File: config.mk
export PLATFORM = sky130hd
export DESIGN_NAME = period_timer
export DESIGN_NICKNAME = d
export VERILOG_FILES = /design/src/rtl/tmr_pkg.sv /design/src/rtl/tmr_prescale.sv /design/src/rtl/tmr_count.sv /design/src/rtl/tmr_post.sv /design/src/rtl/period_timer.sv
export SDC_FILE = /design/constraint.sdc
export NUM_CORES = 1
export LEC_CHECK = 0
export ABC_AREA = 1
export BUFFER_PORTS_ARGS = -buffer_cell sky130_fd_sc_hd__buf_2
export CAP_MARGIN = 20
export CORE_MARGIN = 1.5
export CORE_UTILIZATION = 62
export DETAILED_ROUTE_END_ITERATION = 10
export PLACE_DENSITY = 0.94
export SLEW_MARGIN = 15
export SYNTH_ARGS = -nofsm -noshare
export SYNTH_HDL_FRONTEND = slang
export SYNTH_SLANG_ARGS = --single-unit
File: constraint.sdc
create_clock -name clk_i -period 3.9 [get_ports clk_i]
set_input_delay 0.78 -clock clk_i [delete_from_list [all_inputs] [get_ports clk_i]]
set_output_delay 0.78 -clock clk_i [all_outputs]
set_load 0.02 [all_outputs]
File: src/rtl/tmr_pkg.sv
package tmr_pkg;
  localparam int DW = 8;
  localparam logic [1:0] A_CTRL = 2'd0;
  localparam logic [1:0] A_CNT  = 2'd1;
  localparam logic [1:0] A_PER  = 2'd2;
  localparam logic [1:0] A_FLAG = 2'd3;

  typedef struct packed {
    logic [3:0] post;
    logic       run;
    logic [1:0] pre;
  } ctrl_t;
endpackage

File: src/rtl/tmr_prescale.sv
module tmr_prescale #(
  parameter int PW = 6
) (
  input  logic       clk_i,
  input  logic       rst_ni,
  input  logic       run_i,
  input  logic       clr_i,
  input  logic [1:0] sel_i,
  output logic       tick_o
);
  logic [PW-1:0] pre_q, term;

  // instruction divide (4) folded into prescale terminal count
  always_comb begin
    unique case (sel_i)
      2'b00:   term = PW'(3);
      2'b01:   term = PW'(15);
      default: term = PW'(63);
    endcase
  end

  assign tick_o = run_i && !clr_i && (pre_q == term);

  always_ff @(posedge clk_i or negedge rst_ni) begin
    if (!rst_ni)     pre_q <= '0;
    else if (clr_i)  pre_q <= '0;
    else if (run_i)  pre_q <= tick_o ? '0 : pre_q + 1'b1;
  end


  tick_gap_chk: assert property (@(posedge clk_i) disable iff (!rst_ni)
    tick_o |=> !tick_o);
endmodule

File: src/rtl/tmr_count.sv
module tmr_count #(
  parameter int DW = 8
) (
  input  logic          clk_i,
  input  logic          rst_ni,
  input  logic          tick_i,
  input  logic          wr_i,
  input  logic [DW-1:0] wdata_i,
  input  logic [DW-1:0] period_i,
  output logic [DW-1:0] cnt_o,
  output logic          match_o
);
  logic eq;
  assign eq      = (cnt_o == period_i);
  assign match_o = tick_i && !wr_i && eq;

  always_ff @(posedge clk_i or negedge rst_ni) begin
    if (!rst_ni)     cnt_o <= '0;
    else if (wr_i)   cnt_o <= wdata_i;
    else if (tick_i) cnt_o <= eq ? '0 : cnt_o + 1'b1;
  end


  wrap_chk: assert property (@(posedge clk_i) disable iff (!rst_ni)
    (tick_i && !wr_i && eq) |=> (cnt_o == '0));
endmodule

File: src/rtl/tmr_post.sv
module tmr_post #(
  parameter int PSW = 4
) (
  input  logic           clk_i,
  input  logic           rst_ni,
  input  logic           match_i,
  input  logic           clr_i,
  input  logic [PSW-1:0] div_i,
  input  logic           flag_clr_i,
  output logic           flag_o
);
  logic [PSW-1:0] post_q;
  logic           set;

  assign set = match_i && !clr_i && (post_q == div_i);

  always_ff @(posedge clk_i or negedge rst_ni) begin
    if (!rst_ni)       post_q <= '0;
    else if (clr_i)    post_q <= '0;
    else if (match_i)  post_q <= set ? '0 : post_q + 1'b1;
  end

  // set wins over clear
  always_ff @(posedge clk_i or negedge rst_ni) begin
    if (!rst_ni)         flag_o <= 1'b0;
    else if (set)        flag_o <= 1'b1;
    else if (flag_clr_i) flag_o <= 1'b0;
  end


  flag_sticky_chk: assert property (@(posedge clk_i) disable iff (!rst_ni)
    (flag_o && !flag_clr_i) |=> flag_o);

  set_wins_chk: assert property (@(posedge clk_i) disable iff (!rst_ni)
    (set && flag_clr_i) |=> flag_o);

  post_hold_chk: assert property (@(posedge clk_i) disable iff (!rst_ni)
    (!match_i && !clr_i) |=> $stable(post_q));
endmodule

File: src/rtl/period_timer.sv
module period_timer
  import tmr_pkg::*;
(
  input  logic          clk_i,
  input  logic          rst_ni,
  input  logic          wr_en_i,
  input  logic [1:0]    addr_i,
  input  logic [DW-1:0] wdata_i,
  output logic [DW-1:0] rdata_o,
  output logic          irq_o
);
  ctrl_t         ctrl_q;
  logic [DW-1:0] period_q, cnt;
  logic          wr_ctrl, wr_cnt, wr_per, wr_flag, scale_clr, tick, match, flag;

  assign wr_ctrl   = wr_en_i && (addr_i == A_CTRL);
  assign wr_cnt    = wr_en_i && (addr_i == A_CNT);
  assign wr_per    = wr_en_i && (addr_i == A_PER);
  assign wr_flag   = wr_en_i && (addr_i == A_FLAG);
  assign scale_clr = wr_ctrl || wr_cnt;

  always_ff @(posedge clk_i or negedge rst_ni) begin
    if (!rst_ni) begin
      ctrl_q   <= '0;
      period_q <= '1;
    end else begin
      if (wr_ctrl) ctrl_q   <= ctrl_t'(wdata_i[6:0]);
      if (wr_per)  period_q <= wdata_i;
    end
  end

  tmr_prescale #(.PW(6)) u_pre (
    .clk_i, .rst_ni, .run_i(ctrl_q.run), .clr_i(scale_clr),
    .sel_i(ctrl_q.pre), .tick_o(tick)
  );

  tmr_count #(.DW(DW)) u_cnt (
    .clk_i, .rst_ni, .tick_i(tick), .wr_i(wr_cnt), .wdata_i(wdata_i),
    .period_i(period_q), .cnt_o(cnt), .match_o(match)
  );

  tmr_post #(.PSW(4)) u_post (
    .clk_i, .rst_ni, .match_i(match), .clr_i(scale_clr),
    .div_i(ctrl_q.post), .flag_clr_i(wr_flag), .flag_o(flag)
  );

  assign irq_o = flag;

  always_comb begin
    unique case (addr_i)
      A_CTRL:  rdata_o = {1'b0, ctrl_q};
      A_CNT:   rdata_o = cnt;
      A_PER:   rdata_o = period_q;
      default: rdata_o = {7'b0, flag};
    endcase
  end


  hold_chk: assert property (@(posedge clk_i) disable iff (!rst_ni)
    (!ctrl_q.run && !wr_cnt) |=> $stable(cnt));

  no_set_stopped_chk: assert property (@(posedge clk_i) disable iff (!rst_ni)
    (!ctrl_q.run && !flag) |=> !flag);
endmodule

==> results of run 1 <==
-- routing by layer --
metal	routed length (µm)	GRT usage (%)	part of all wire (%)	vias to the layer above
li1	-	-	-	909
met1	2072	40.22	44	882
met4	70	11.75	1.5	0
met3	242	4.545	5.2	9
met5	0	0	0	-
met2	2296	45.19	49	71
-- cell usage after synthesis (all sizes together) --
library cell,instances,area (µm²)
nand2,77,306.5
nand3,40,217.7
dfrtp,26,650.6
inv,26,97.59
o21ai,21,108.9
nor2,15,68.81
xor2,12,105.1
dfstp,8,210.2
nand4,7,43.79
xnor2,5,43.79
clkbuf,4,16.26
o221ai,4,35.03
ha,3,37.54
nand3b,3,22.52
nor3,3,26.28
o22ai,2,12.51
a21oi,1,5.000
clkinv,1,3.750
mux2i,1,10.01
o21bai,1,7.510
-- power by group --
group	internal [µW]	total [µW]	switching [µW]	leakage, µW
sequential	418	487	69.7	0.000422
combinational	101	255	154	0.000693
clock	136	257	121	0.0000395
-- layout make-up --
cell class              count  area [µm²]  share of cell area [%]
clock inverters             1       30.03                   1.336
repair buffers             21       105.1                   4.674
multi-input cells         195        1051                   46.74
clock buffers               7       45.04                   2.003
well taps                  44       55.05                   2.449
flip-flops and latches     34       860.8                   38.29
inverters                  27       101.3                   4.507
-- per-stage QoR --
| step | hold slack (ns) | utilization (%) |
|---|---|---|
| 2_1_floorplan | 0.4620 | - |
| 3_3_place_gp | 0.4683 | 70.61 |
| 3_5_place_dp | 0.4823 | 70.61 |
| 4_1_cts | 0.4981 | 73.05 |
| 5_1_grt | 0.5223 | 73.05 |
| 6_report | 0.4898 | 73.05 |
-- how the worst max path moves through the flow --
stage                            end  slack [ns]  cells after the start
final                     rdata_o[3]        1.35                      6
after global routing      rdata_o[3]        1.25                      6
after CTS                 rdata_o[3]        1.37                      6
after detailed placement  rdata_o[3]        1.36                      6
after global placement    rdata_o[3]        1.42                      6
after floorplan           rdata_o[1]        1.65                      4
-- state kept, by name (all words and copies together) (netlist names) --
register and cells:
period_q 8, u_cnt.cnt_o 8, ctrl_q 7, u_pre.pre_q 6, u_post.post_q 4, u_post.flag_o 1
-- kinds of logic after synthesis --
group / Yosys count / share of synthesized area, %
xor+xnor: 17 / 7.336
simple gates: 145 / 33.79
mux: 1 / 0.4932
buf+inv: 31 / 5.795
compound gates: 29 / 8.322
flops: 34 / 42.42
fa+ha+maj: 3 / 1.850
==> impl_metrics.py, run 1 <==
metrics = {
    "drt": {
        "viasPerCell": 5.687,
        "postRouteAntennaNets": 0,
        "firstDrtPassIters": 6,
        "drc": 0,
        "avgRoutedWirePerCell_um": 14.23,
        "vias": 1871,
        "wl_mm": 4.682,
        "drtIter0Drc": 156,
    },
    "critical_path": {
        "rrSetupSlack_ns": 2.13,
        "crit_type": "in -> out",
        "crit_required_ns": 3.12,
        "critPathLaunch": "addr_i[1]",
        "r2r-start": "ctrl_q[1]",
        "cp_slowest_cell": "buf_2",
        "critPathArrivalTime_ns": 1.77,
        "crit_buf_inv": 4,
        "end_kind": "output pin",
        "crit_path_cell_trace": "buf_2, inv_1, nor2_2, inv_1, o221ai_1, buf_2",
        "critPathTopFamily": "buffers and inverters",
        "start_kind": "input pin",
        "reg2reg_depth": 6,
        "worst_r2r_endpoint": "u_post.post_q[3]",
        "slowest_delay_ns": 0.20,
        "crit_fanout": 5,
    },
    "synthesis": {
        "synth_cell_types": 31,
        "syn_inst": 260,
        "syn_avg_cell_area_um2": 7.806,
        "synth_area_um2": 2029,
        "ys_seq_elements": 34,
        "yosysSeqAreaShare_pct": 42.42,
        "syn-num-nets": 276,
        "yosys_warnings": 0,
    },
    "global_routing": {
        "grt_pass1_wl_mm": 7.707,
        "grt_start_max_net_pins": 35,
        "grt_usage_pct": 28.95,
        "grt_overflow": 0,
        "grt_pass1_vias": 1710,
        "antenna_found_initial": 0,
    },
    "floorplan": {
        "die_y_um": 60.21,
        "core_area_um2": 3078,
        "io_pins": 22,
        "start_util_pct": 65.93,
        "rows": 20,
        "die_x_um": 60.21,
        "dieArea_um2": 3625,
    },
    "worst_hold_path": {
        "hold_path.class": "in -> async",
    },
    "power": {
        "ir_drop_uv": 306.7,
        "power_density_nw_per_um2": 444.3,
        "leakagePower_uw": 0.001155,
        "total_power_uw": 998.9,
    },
    "placement": {
        "dp.cells": 321,
        "dpl_worst_slack_ns": 1.364,
        "gp_congestion": 0.8744,
        "placed_area_um2": 2173,
        "detailed_place_hpwl_mm": 3.271,
        "numPortBuffers": 21,
    },
    "timing": {
        "tns_ns": 0,
        "slew_viol_final": 0,
        "fin_crit_ns": 2.552,
        "fmax_mhz": 391.8,
        "hold_viol": 0,
        "slew_headroom_pct": 50.29,
        "finalCritPeriodShare_pct": 65.45,
        "worst_slack_ns": 1.348,
        "clock-skew-final_ns": 0.01297,
        "tightest_slew_ns": 0.7456,
        "rsz0062_at_grt": "false",
        "setup_viol": 0,
    },
    "clock_tree": {
        "clockBufferDepth": 2,
        "cts_root_buf": "clkbuf_4",
        "numCtsBuffers": 5,
        "cts_setup_buffers": 0,
        "worstSkewPairLatency_ns": 0.35,
        "cts_hold_buf": 0,
        "cts_num_sinks": 34,
        "cts_tree": "done",
        "htreeDepth": 2,
        "cts_resized": 0,
        "cts.clk_slew.worst_paths_ns": 0.10,
    },
    "cells_and_area": {
        "layout.nets": 300,
        "final_common_cell": "nand2_1",
        "area_growth_pct": 10.79,
        "fillerInstances": 258,
        "final_cell_area_um2": 2248,
        "drive_above_1_share_pct": 16.14,
        "mostFrequentLayoutCells": "nand2_1 (74), nand3_1 (38), dfrtp_1 (26)",
        "layoutNonFillerInstCount": 329,
        "diodes": 0,
    },
    "outcome": {
        "status": "completed",
    },
    "job": {
        "cap_violations": 0,
    },
}
(Power assumes the default switching activity.)
==> inputs of run 2 (changes only) <==
Settings changed: ABC_AREA 1 to 0, CORE_UTILIZATION 62 to 52, PLACE_DENSITY 0.94 to 0.85.
Clock period 3.9 ns to 2.2 ns, I/O delays scaled along.
==> impl_metrics.py, run 2 <==
metrics = {
    "outcome": {
        "status": "completed",
    },
    "synthesis": {
        "synth_ff_type": "dfrtp_1",
        "syn-num-nets": 216,
        "yosys.area.top_type": "dfrtp_1",
        "yosys_warnings": 0,
        "syn_avg_cell_area_um2": 9.985,
        "synth_edf_count": 0,
        "syn_inst": 200,
        "ys_seq_elements": 34,
        "yosysSeqAreaShare_pct": 43.11,
        "yosysTopAreaCellShare_pct": 32.58,
        "synth_area_leaders": "dfrtp_1 (33%), dfstp_2 (11%), mux2_2 (7.9%)",
        "synth-async-reset-ratio_pct": 100.0,
        "synthTopCellsByCount": "dfrtp_1 (26), nand2_1 (26), nand3_1 (16), mux2_2 (14), xor2_1 (13)",
        "synth_area_um2": 1997,
        "synth_cell_types": 45,
    },
    "critical_path": {
        "critPathLaunch": "period_q[7]",
        "reg2reg_depth": 5,
        "crit_fanout": 14,
        "slowest_delay_ns": 0.54,
        "rrSetupSlack_ns": 0.25,
        "crit_path_cell_trace": "xor2_1, nor4_4, nand2_2, or3_1, o2bb2ai_1",
        "start_kind": "flop",
        "crit_required_ns": 2.42,
        "crit_end": "u_post.post_q[3]",
        "cp_slowest_cell": "dfstp_2",
        "critPathArrivalTime_ns": 2.17,
        "end_kind": "flop",
        "crit_type": "reg -> reg",
        "worst_r2r_endpoint": "u_post.post_q[3]",
        "r2r-start": "period_q[7]",
    },
    "power": {
        "power_density_nw_per_um2": 827.9,
        "ir_drop_uv": 475.6,
        "leakagePower_uw": 0.001006,
    },
    "cells_and_area": {
        "layout.nets": 243,
        "reg_top3": "period_q: 8 flops, u_cnt.cnt_o: 8 flops, ctrl_q: 7 flops",
        "diodes": 0,
        "drive_above_1_share_pct": 28.51,
        "area_growth_pct": 13.53,
        "mostFrequentLayoutCells": "nand2_1 (26), dfrtp_1 (26), buf_2 (21)",
    },
    "timing": {
        "fmax_mhz": 513.2,
        "worst_slack_ns": 0.2515,
        "hold_viol": 0,
        "slew_viol_final": 0,
        "slew_headroom_pct": 50.32,
        "clock-skew-final_ns": 0.009864,
        "tightest_slew_ns": 0.7452,
        "rsz0062_at_grt": "false",
        "fin_crit_ns": 1.949,
        "tns_ns": 0,
        "setup_viol": 0,
        "finalCritPeriodShare_pct": 88.57,
    },
    "placement": {
        "detailed_place_hpwl_mm": 3.252,
        "dpl_worst_slack_ns": 0.2687,
        "numPortBuffers": 21,
        "gp_congestion": 0.8718,
    },
    "clock_tree": {
        "htreeDepth": 2,
        "worstSkewPairLatency_ns": 0.30,
        "cts_resized": 0,
        "numCtsBuffers": 5,
        "cts_setup_buffers": 0,
        "cts.clk_slew.worst_paths_ns": 0.07,
        "cts_hold_buf": 0,
        "cts_num_sinks": 34,
        "cts_root_buf": "clkbuf_8",
        "clockBufferDepth": 2,
        "cts_tree": "done",
    },
    "floorplan": {
        "die_y_um": 64.97,
        "rows": 22,
        "start_util_pct": 54.55,
        "dieArea_um2": 4221,
        "io_pins": 22,
        "die_x_um": 64.97,
        "core_area_um2": 3661,
    },
    "drt": {
        "avgRoutedWirePerCell_um": 16.90,
        "wl_mm": 4.664,
        "firstDrtPassIters": 4,
        "postRouteAntennaNets": 0,
        "vias": 1650,
        "viasPerCell": 5.978,
        "drtIter0Drc": 115,
        "drc": 0,
    },
    "global_routing": {
        "grt_usage_pct": 24.19,
        "grt_pass1_vias": 1547,
        "grt_overflow": 0,
        "antenna_found_initial": 0,
        "grt_pass1_wl_mm": 7.555,
        "grt_start_max_net_pins": 35,
    },
    "job": {
        "cap_violations": 0,
    },
    "worst_hold_path": {
        "hold_path.class": "in -> async",
    },
}
## run 2: cell types whose count changed in the layout (fill, tap and decap cells not counted), sizes merged, moves of 8 or more
cell | before | now
inv | 26 | 2
mux2 | 0 | 14
nand2 | 77 | 27
nand3 | 40 | 16
o21ai | 21 | 13
## run 2: power by group
part	internal (µW)	switching, µW
logic	220	273
registers	752	144
clock network	252	235
total	1220	652
## run 2: cell families (layout without fill, tap and decap cells)
kind of cell    count (synthesis)  after routing  synth area share, %
buf+inv                         9             37                1.942
compound gates                 43             43                14.54
fa+ha+maj                       3              3                1.880
flops                          34             34                43.11
mux                            23             23                13.03
xor+xnor                       14             14                6.140
simple gates                   74             74                19.36
## run 2: area by class of cell
cell class,count,area [µm²]
fill,293,1394
multi-input combinational,157,1097
sequential,34,860.8
timing repair buffer,27,150.1
clock buffer,7,86.33
tap,48,60.06
inverter,2,7.507
clock inverter,1,5.005
## run 2: stage by stage
| stage | hold WS (ns) | cells | util [%] | cell area (µm²) | total power, µW |
|---|---|---|---|---|---|
| 2_1_floorplan | 0.1444 | 200 | - | 1997 | 1238 |
| 3_3_place_gp | 0.4892 | 268 | 59.43 | 2176 | 1367 |
| 3_5_place_dp | 0.5021 | 268 | 59.43 | 2176 | 1391 |
| 4_1_cts | 0.2215 | 276 | 61.93 | 2267 | 1883 |
| 5_1_grt | 0.2662 | 276 | 61.93 | 2267 | 1974 |
| 6_report | 0.2091 | 276 | 61.93 | 2267 | 1877 |
## run 2: layer usage
layer	track usage, %	routed length (µm)
met1	29.56	2001
met2	42.01	2326
met5	0	0
met3	5.035	261
met4	8.777	75
## run 2: critical path, delay by kind of cell, from the launching register on
family | cells | cell delay, ns
xor+xnor | 1 | 0.10
flops | 1 | 0.54
simple gates | 3 | 1.07
compound gates | 1 | 0.15
## run 2: worst min path at each step
| stage | startpoint | to | slack, ns |
|---|---|---|---|
| 2_1_floorplan | rst_ni | ctrl_q[0] | 0.14 |
| 3_3_place_gp | period_q[4] | period_q[4] | 0.49 |
| 3_5_place_dp | period_q[2] | period_q[2] | 0.50 |
| 4_1_cts | rst_ni | u_cnt.cnt_o[6] | 0.22 |
| 5_1_grt | rst_ni | ctrl_q[6] | 0.27 |
| 6_report | rst_ni | u_cnt.cnt_o[6] | 0.21 |
